## src/rtl/pwm_seltop_pkg.sv

```systemverilog
// Package: shared types and constants for the selectable-period PWM timer.
// Assumes the counter is at least 16 bits wide, so that every fixed limit fits.
package pwm_seltop_pkg;

    localparam int unsigned SEL_W = 2;

    typedef enum logic [SEL_W-1:0] {
        LIM_8BIT  = 2'b00,
        LIM_9BIT  = 2'b01,
        LIM_10BIT = 2'b10,
        LIM_16BIT = 2'b11
    } lim_sel_e;

    // Map a select code to its fixed wrap limit, zero-extended to the counter width.
    function automatic logic [31:0] lim_value(input lim_sel_e sel);
        logic [31:0] v;
        unique case (sel)
            LIM_8BIT:  v = 32'h0000_00FF;
            LIM_9BIT:  v = 32'h0000_01FF;
            LIM_10BIT: v = 32'h0000_03FF;
            default:   v = 32'h0000_FFFF;
        endcase
        return v;
    endfunction

endpackage

```

## src/rtl/pwm_lim_select.sv

```systemverilog
// Module: holds the active wrap-limit select and presents the matching limit.
// Assumes that wrap_i is high only on an edge where the counter wraps. The
// select is adopted at a wrap or while the timer is disabled, never mid-period.
module pwm_lim_select
    import pwm_seltop_pkg::*;
#(
    parameter int unsigned CNT_W = 16
) (
    input  logic                 clk,
    input  logic                 rst_n,
    input  logic                 en_i,
    input  logic                 wrap_i,
    input  logic [SEL_W-1:0]     sel_i,
    output lim_sel_e             act_sel_o,
    output logic [CNT_W-1:0]     lim_o
);

    lim_sel_e   act_q;
    logic [31:0] lim_wide;

    // Adopt the requested select only at a wrap or while disabled.
    always_ff @(posedge clk) begin
        if (!rst_n) begin
            act_q <= LIM_8BIT;
        end else if (!en_i || wrap_i) begin
            act_q <= lim_sel_e'(sel_i);
        end
    end

    // Translate the active select into a limit of counter width.
    always_comb begin
        lim_wide = lim_value(act_q);
        lim_o    = lim_wide[CNT_W-1:0];
    end

    assign act_sel_o = act_q;

endmodule

```

## src/rtl/pwm_counter.sv

```systemverilog
// Module: the period counter. It counts on enabled ticks, wraps after the
// limit and flags the wrap. Assumes lim_i changes only while the counter is 0.
module pwm_counter #(
    parameter int unsigned CNT_W = 16
) (
    input  logic             clk,
    input  logic             rst_n,
    input  logic             en_i,
    input  logic             tick_i,
    input  logic [CNT_W-1:0] lim_i,
    output logic [CNT_W-1:0] cnt_o,
    output logic [CNT_W-1:0] cnt_next_o,
    output logic             wrap_o,
    output logic             ovf_o
);

    logic [CNT_W-1:0] cnt_q;
    logic [CNT_W-1:0] cnt_d;
    logic             wrap;
    logic             ovf_q;

    // Next-count logic: clear when disabled, wrap at the limit, otherwise step.
    always_comb begin
        cnt_d = cnt_q;
        wrap  = 1'b0;
        if (!en_i) begin
            cnt_d = '0;
        end else if (tick_i) begin
            if (cnt_q >= lim_i) begin
                cnt_d = '0;
                wrap  = 1'b1;
            end else begin
                cnt_d = cnt_q + 1'b1;
            end
        end
    end

    // Count and overflow registers.
    always_ff @(posedge clk) begin
        if (!rst_n) begin
            cnt_q <= '0;
            ovf_q <= 1'b0;
        end else begin
            cnt_q <= cnt_d;
            ovf_q <= wrap;
        end
    end

    assign cnt_o      = cnt_q;
    assign cnt_next_o = cnt_d;
    assign wrap_o     = wrap;
    assign ovf_o      = ovf_q;

endmodule

```

## src/rtl/pwm_out_stage.sv

```systemverilog
// Module: registered PWM output. The output is high while the next count is
// below the compare value, so it aligns with the count register. Assumes that
// cnt_next_i is the value the counter loads on this edge.
module pwm_out_stage #(
    parameter int unsigned CNT_W = 16
) (
    input  logic             clk,
    input  logic             rst_n,
    input  logic             en_i,
    input  logic [CNT_W-1:0] cnt_next_i,
    input  logic [CNT_W-1:0] cmp_i,
    output logic             pwm_o
);

    logic pwm_q;

    // Level register: high from a wrap until the compare point, low when disabled.
    always_ff @(posedge clk) begin
        if (!rst_n) begin
            pwm_q <= 1'b0;
        end else begin
            pwm_q <= en_i && (cnt_next_i < cmp_i);
        end
    end

    assign pwm_o = pwm_q;

endmodule

```

## src/rtl/pwm_seltop_timer.sv

```systemverilog
// Module: top of the selectable-period PWM timer. It wires the limit select,
// the counter and the output stage together. Assumes a single clock, with the
// count source presented as a clock enable that is synchronous to clk.
module pwm_seltop_timer
    import pwm_seltop_pkg::*;
#(
    parameter int unsigned CNT_W = 16
) (
    input  logic             clk,
    input  logic             rst_n,
    input  logic             en_i,
    input  logic [1:0]       top_sel_i,
    input  logic [15:0]      cmp_i,
    input  logic             cnt_en_i,
    output logic             ovf_o,
    output logic             pwm_o,
    output logic [15:0]      count_o
);

    localparam int unsigned PORT_W = 16;

    lim_sel_e         act_sel;
    logic [CNT_W-1:0] lim_val;
    logic [CNT_W-1:0] cnt;
    logic [CNT_W-1:0] cnt_next;
    logic [CNT_W-1:0] cmp_ext;
    logic             wrap;

    // Widen or narrow the compare value to the counter width.
    generate
        if (CNT_W > PORT_W) begin : g_cmp_wide
            assign cmp_ext = {{(CNT_W-PORT_W){1'b0}}, cmp_i};
            assign count_o = cnt[PORT_W-1:0];
        end else begin : g_cmp_same
            assign cmp_ext = cmp_i[CNT_W-1:0];
            assign count_o = cnt;
        end
    endgenerate

    pwm_lim_select #(.CNT_W(CNT_W)) lim_i (
        .clk       (clk),
        .rst_n     (rst_n),
        .en_i      (en_i),
        .wrap_i    (wrap),
        .sel_i     (top_sel_i),
        .act_sel_o (act_sel),
        .lim_o     (lim_val)
    );

    pwm_counter #(.CNT_W(CNT_W)) cnt_i (
        .clk        (clk),
        .rst_n      (rst_n),
        .en_i       (en_i),
        .tick_i     (cnt_en_i),
        .lim_i      (lim_val),
        .cnt_o      (cnt),
        .cnt_next_o (cnt_next),
        .wrap_o     (wrap),
        .ovf_o      (ovf_o)
    );

    pwm_out_stage #(.CNT_W(CNT_W)) out_i (
        .clk        (clk),
        .rst_n      (rst_n),
        .en_i       (en_i),
        .cnt_next_i (cnt_next),
        .cmp_i      (cmp_ext),
        .pwm_o      (pwm_o)
    );

endmodule

```

## config.mk

```make
export PLATFORM = sky130hd
export DESIGN_NAME = pwm_seltop_timer
export DESIGN_NICKNAME = d
export VERILOG_FILES = /design/src/rtl/pwm_seltop_pkg.sv /design/src/rtl/pwm_lim_select.sv /design/src/rtl/pwm_counter.sv /design/src/rtl/pwm_out_stage.sv /design/src/rtl/pwm_seltop_timer.sv
export SDC_FILE = /design/constraint.sdc
export NUM_CORES = 1
export LEC_CHECK = 0
export ABC_AREA = 1
export BUFFER_PORTS_ARGS = -buffer_cell sky130_fd_sc_hd__buf_2
export CAP_MARGIN = 10
export CORE_MARGIN = 2
export CORE_UTILIZATION = 55
export CTS_BUF_LIST = sky130_fd_sc_hd__clkbuf_2
export DETAILED_ROUTE_END_ITERATION = 8
export HOLD_SLACK_MARGIN = 0.03
export PLACE_DENSITY = 0.82
export SYNTH_ARGS = -nofsm -noshare
export SYNTH_HDL_FRONTEND = slang
export SYNTH_SLANG_ARGS = --single-unit
```

## constraint.sdc

```tcl
create_clock -name clk -period 3.1 [get_ports clk]
set_clock_uncertainty 0.2 [all_clocks]
set_input_delay 0.155 -clock clk [delete_from_list [all_inputs] [get_ports clk]]
set_output_delay 0.155 -clock clk [all_outputs]
set_load 0.01 [all_outputs]
```

* After elaboration in Yosys (flattened, before gate mapping) *
Cells that the tools add are included.

operators by class
  add/sub/neg operators = 1
  $lt $le $gt $ge = 2
  eq/ne operators = 2
  muxes and demuxes = 7
  reduce and logical (&&, ||, !) cells = 4

operators by type and width
  kind                                                  count
  2-to-1 mux 16 bit                                     3
  one-hot mux 16 bit (3 select lines)                   1
  adder 16 x 1 -> 16 bit (second input constant)        1
  greater-or-equal comparator 16 bit                    1
  < comparator 16 bit                                   1
  2-to-1 mux 1 bit                                      3
  equality test 2 x 1 -> 1 bit (second input constant)  1
  equality test 2 bit (second input constant)           1
  zero test 2 bit                                       1
  logical AND 1 bit                                     1
  zero test 1 bit                                       1
  logical OR 1 bit                                      1

word-level totals
  register bits after elaboration = 20
  bits of input ports = 22
  output and inout port bits = 18

* Depth between registers and ports, before layout *
  depth after elaboration = 8
  mapped depth = 20

* Hierarchy *
Synthesis repeated with hierarchy kept, for this count alone.

second synthesis, totals
  cells, all modules = 343
  area, all modules = 2170.8 µm²

modules (own cells, without submodules)
  module          times used  cells an instance  area each (µm²)
  pwm_counter     1           242                1526.5
  pwm_out_stage   1           68                 434.2
  pwm_lim_select  1           33                 210.2

* Worst setup path before layout *
No wires, ideal clock.

  path type = register to register
  start = register lim_i.act_q[1], in the netlist lim_i.act_sel_o[1]
  end = register out_i.pwm_q, in the netlist out_i.pwm_o
  library setup time = 0.070 ns
  arrival time = 2.308 ns
  data required time = 2.830 ns
  setup slack = 0.522 ns
  stages on the path, launching flop included = 19
  path buffers = 1
  period minus slack after synthesis = 2.578 ns
  cells stage by stage = dfxtp_1 nand2_1 ha_1 nand2_1 inv_1 nand2_1 nor2_1 nand2_1 nand3_1 nand2_1 nand2_1 buf_2 nor2_1 ha_1 a21oi_1 nor2_1 a211oi_1 nand2_1 a21oi_1

on the way
  word-level cells in the longest chain between the ends = 8

RTL lines
  item                                               line                  RTL
  start, declared                                    pwm_lim_select.sv:18  lim_sel_e act_q;
  start signal, assigned                             pwm_lim_select.sv:26  act_q <= lim_sel_e'(sel_i);
  equality test 2 bit, or another cell as far along  pwm_seltop_pkg.sv:17  unique case (sel)
  one-hot mux 16 bit (3 select lines) (*)            pwm_seltop_pkg.sv:17
  greater-or-equal comparator 16 bit (*)             pwm_counter.sv:29     if (cnt_q >= lim_i) begin
  2-to-1 mux 16 bit (*)                              pwm_counter.sv:29
  2-to-1 mux 16 bit (*)                              pwm_counter.sv:28     end else if (tick_i) begin
  2-to-1 mux 16 bit (*)                              pwm_counter.sv:26     if (!en_i) begin
  via cnt_i.cnt_next_o[5]                            pwm_counter.sv:12     output logic [CNT_W-1:0] cnt_next_o,
  < comparator 16 bit (*)                            pwm_out_stage.sv:22   pwm_q <= en_i && (cnt_next_i < cmp_i);
  logical AND 1 bit (*)                              pwm_out_stage.sv:22
  end signal, assigned                               pwm_out_stage.sv:22
  end, declared                                      pwm_out_stage.sv:15   logic pwm_q;

The timed path passes the listed nets; every way through them passes the cells marked *.
A chain may end at the register's enable or synchronous reset.

* Worst setup path after layout *
  start = register lim_i.act_q[0], in the netlist lim_i.act_sel_o[0]
  end = register out_i.pwm_q, in the netlist out_i.pwm_o

Same word-level chain as after synthesis.

==> run metrics <==
final setup fails=0; register area=403 um^2; fin. max-slew vios=0; CP Cell Sequence=nand2_2 -> ha_1 -> nand2_1 -> inv_1 -> nand2_1 -> nor2_1 -> nand2_1 -> nand3_1 -> nand2_1 -> nand2_1 -> buf_12 -> nor2_1 -> ha_1 -> a21oi_1 -> nor2_1 -> a211oi_1 -> nand2_1 -> a21oi_1; crit path max-delay cell type=dfxtp_2; Crit path largest cell delay=0.39 ns; relative slew slack=63.5%; clock root buffer=clkbuf_2; count of cell types in the netlist=26; DP HPWL=2750 um; RD Place Congestion=0.806; RSZ-0062 raised after global routing=false; status=finished, final reports clean; num rows=19; post-synthesis sequential area ratio=25.0%; nets=324; num ports=40; required time worst endpoint=3.16 ns; width of the die=58.0 um; DR WL met3=155 um; wl on met1=1580 um; CP startpoint kind=flop; H-tree depth=1; Max Root-Sink Buffers=2; WL met2=1680 um; Area growth, synth to finish=20.5%; Peak VDD IR=0.222 mV; first drt pass iteration count=4; CTS Buf Count=3; grt ovf=0; Clk Latency, worst-skew pair=0.32 ns; Synth Net Count=275; pre-CTS setup slack=0.180 ns; slack of the critical path=0.252 ns; P_leak=1.06 nW; synthesized flop and latch total=20; slew at the pin closest to its max-slew limit=0.546 ns; worst endpoint data arrival time=2.91 ns; CP endpoint kind=flop; layout cells sized above 1=21.0%; post-synthesis cell area=0.00160 mm^2; first-pass GRT wire length=5810 um; Port Buf Inserts=39; ANT cells=0; Worst Hold Class=primary input to flop; Mapped Cells=229; Final min period=2.85 ns; Tot GR Track Use=22.4%; ANT nets after route=0; largest fanout on the critical path=30; delay-heaviest family, CP=simple AND/OR/NAND/NOR gates; fin crit share=91.9%; Clock Sinks=20; largest net degree at the start of global routing=31; Multi-input gate area=0.00102 mm^2; vias per cell=5.07; yosys warns=0; Clock Pin Slew Worst Setup and Hold Paths=0.19 ns; CP most frequent cell=nand2_1; die area=0.00336 mm^2; WL/cell=11.3 um; setup_tns=0 ns; die height=58.0 um; uppermost routed layer=met4; Fillers=239; drt drc=0; WS Path Type=flop to flop; TritonCTS clock tree=yes; number of global-route vias before repair=1432; Mean Syn Cell Area=6.99 um^2; Vias=1557; P per Cell Area=232 mW/mm^2; Post-Route WL=3460 um; Core Box Area=0.00276 mm^2; FMAX=351 MHz; Hold Fails Final Rpt=0; max_cap viols=0; initial antenna violation count=0; Initial DRC Count=50; Worst Path Buf+Inv=2; initial core utilization=58.1%
[registers in the layout (all words and copies together) (netlist names)]
| name | cells |
|---|---|
| cnt_i.ovf_o | 1 |
| out_i.pwm_o | 1 |
| lim_i.act_sel_o | 2 |
| cnt_i.cnt_o | 16 |
[layer usage]
metal	vias to the layer above	track usage, %
met2	42	39.3
met3	5	3.35
met5	-	0
met1	681	27.2
met4	0	9.63
li1	829	-
[cells in the final DEF, fill, tap and decap left out, drive strengths merged]
cell type    instances
a31oi                1
o211ai               1
mux2i                1
dfxtp               20
o21ai                3
inv                 41
nor4                 4
nand2               50
dlygate4sd3          6
a21oi                8
o21a                 1
nor3                18
xor2                 7
nand4                2
nand3                7
buf                 43
ha                  24
xnor2                4
nor2                30
clkbuf               3
a211oi               2
[repair_timing]
item | in CTS | in global routing
hold buffers | 6 | 0
buffers inserted | 0 | 0
resized for setup | 0 | 3
hold endpoints to repair | 4 | 0
setup endpoints to repair | 0 | 1
[power breakdown]
part | leakage, nW | switching, mW | internal, mW
clock network | 0.0125 | 0.0809 | 0.0264
logic | 0.887 | 0.0413 | 0.0337
registers | 0.163 | 0.00322 | 0.261
total | 1.06 | 0.125 | 0.321
[area by class of cell]
| class | count | share of cell area [%] |
|---|---|---|
| Tap cell | 31 | 2.01 |
| Clock buffer | 3 | 0.778 |
| Inverter | 41 | 7.98 |
| Timing Repair Buffer | 49 | 15.4 |
| Sequential cell | 20 | 20.9 |
| Multi-Input combinational cell | 163 | 52.9 |
[worst min-delay path: stages]
cell and delay [ns]:
buf_2 0.09, inv_1 0.04, ha_1 0.13, a211oi_1 0.05, nand2_1 0.06, a21oi_1 0.05
[synth_stat cells]
| cell | n | share of area, % |
|---|---|---|
| a211oi_1 | 2 | 0.94 |
| a21oi_1 | 8 | 2.5 |
| a31oi_1 | 1 | 0.39 |
| buf_2 | 2 | 0.63 |
| buf_4 | 2 | 0.94 |
| clkbuf_1 | 1 | 0.23 |
| dfxtp_1 | 20 | 25 |
| ha_1 | 24 | 19 |
| inv_1 | 41 | 9.6 |
| mux2i_1 | 1 | 0.63 |
| nand2_1 | 49 | 11 |
| nand2_2 | 1 | 0.39 |
| nand3_1 | 5 | 1.6 |
| nand3_2 | 2 | 1.3 |
| nand4_1 | 1 | 0.39 |
| nand4_4 | 1 | 1.3 |
| nor2_1 | 28 | 6.6 |
| nor2_4 | 2 | 1.4 |
| nor3_1 | 15 | 4.7 |
| nor3_2 | 3 | 1.9 |
| nor4_1 | 4 | 1.6 |
| o211ai_1 | 1 | 0.47 |
| o21a_1 | 1 | 0.47 |
| o21ai_0 | 3 | 0.94 |
| xnor2_1 | 4 | 2.2 |
| xor2_1 | 7 | 3.8 |
[final timing paths]
| path | startpoint | to | slack, ns | cells after the start |
|---|---|---|---|---|
| max | lim_i.act_sel_o[0] | out_i.pwm_o | 0.25 | 18 |
| max reg2reg | lim_i.act_sel_o[0] | out_i.pwm_o | 0.25 | 18 |
| min | cmp_i[7] | out_i.pwm_o | 0.09 | 6 |
| min reg2reg | lim_i.act_sel_o[1] | lim_i.act_sel_o[1] | 0.32 | 2 |
[through the flow]
stage               power (mW)  std cells  util [%]  hold slack [ns]  area [um^2]
finish                   0.447        307      70.0           0.0938         1930
global route             0.471        307      70.0            0.101         1930
CTS                      0.445        307      69.8           0.0980         1920
detailed placement       0.337        298      67.1            0.210         1850
global placement         0.334        298      67.1            0.212         1850
floorplan                0.312        229         -           0.0899         1600
[kinds of logic after synthesis]
family                     after synthesis  share of synthesized area (%)
AOI/OAI and AO/OA                       16                           5.70
xor gates and xnor gates                11                           6.02
adders and majority gates               24                           18.8
buffers and inverters                   46                           11.4
DFF                                     20                           25.0
muxes                                    1                          0.625
and+or+nand+nor                        111                           32.5
Power figures use the tool's default switching activity.
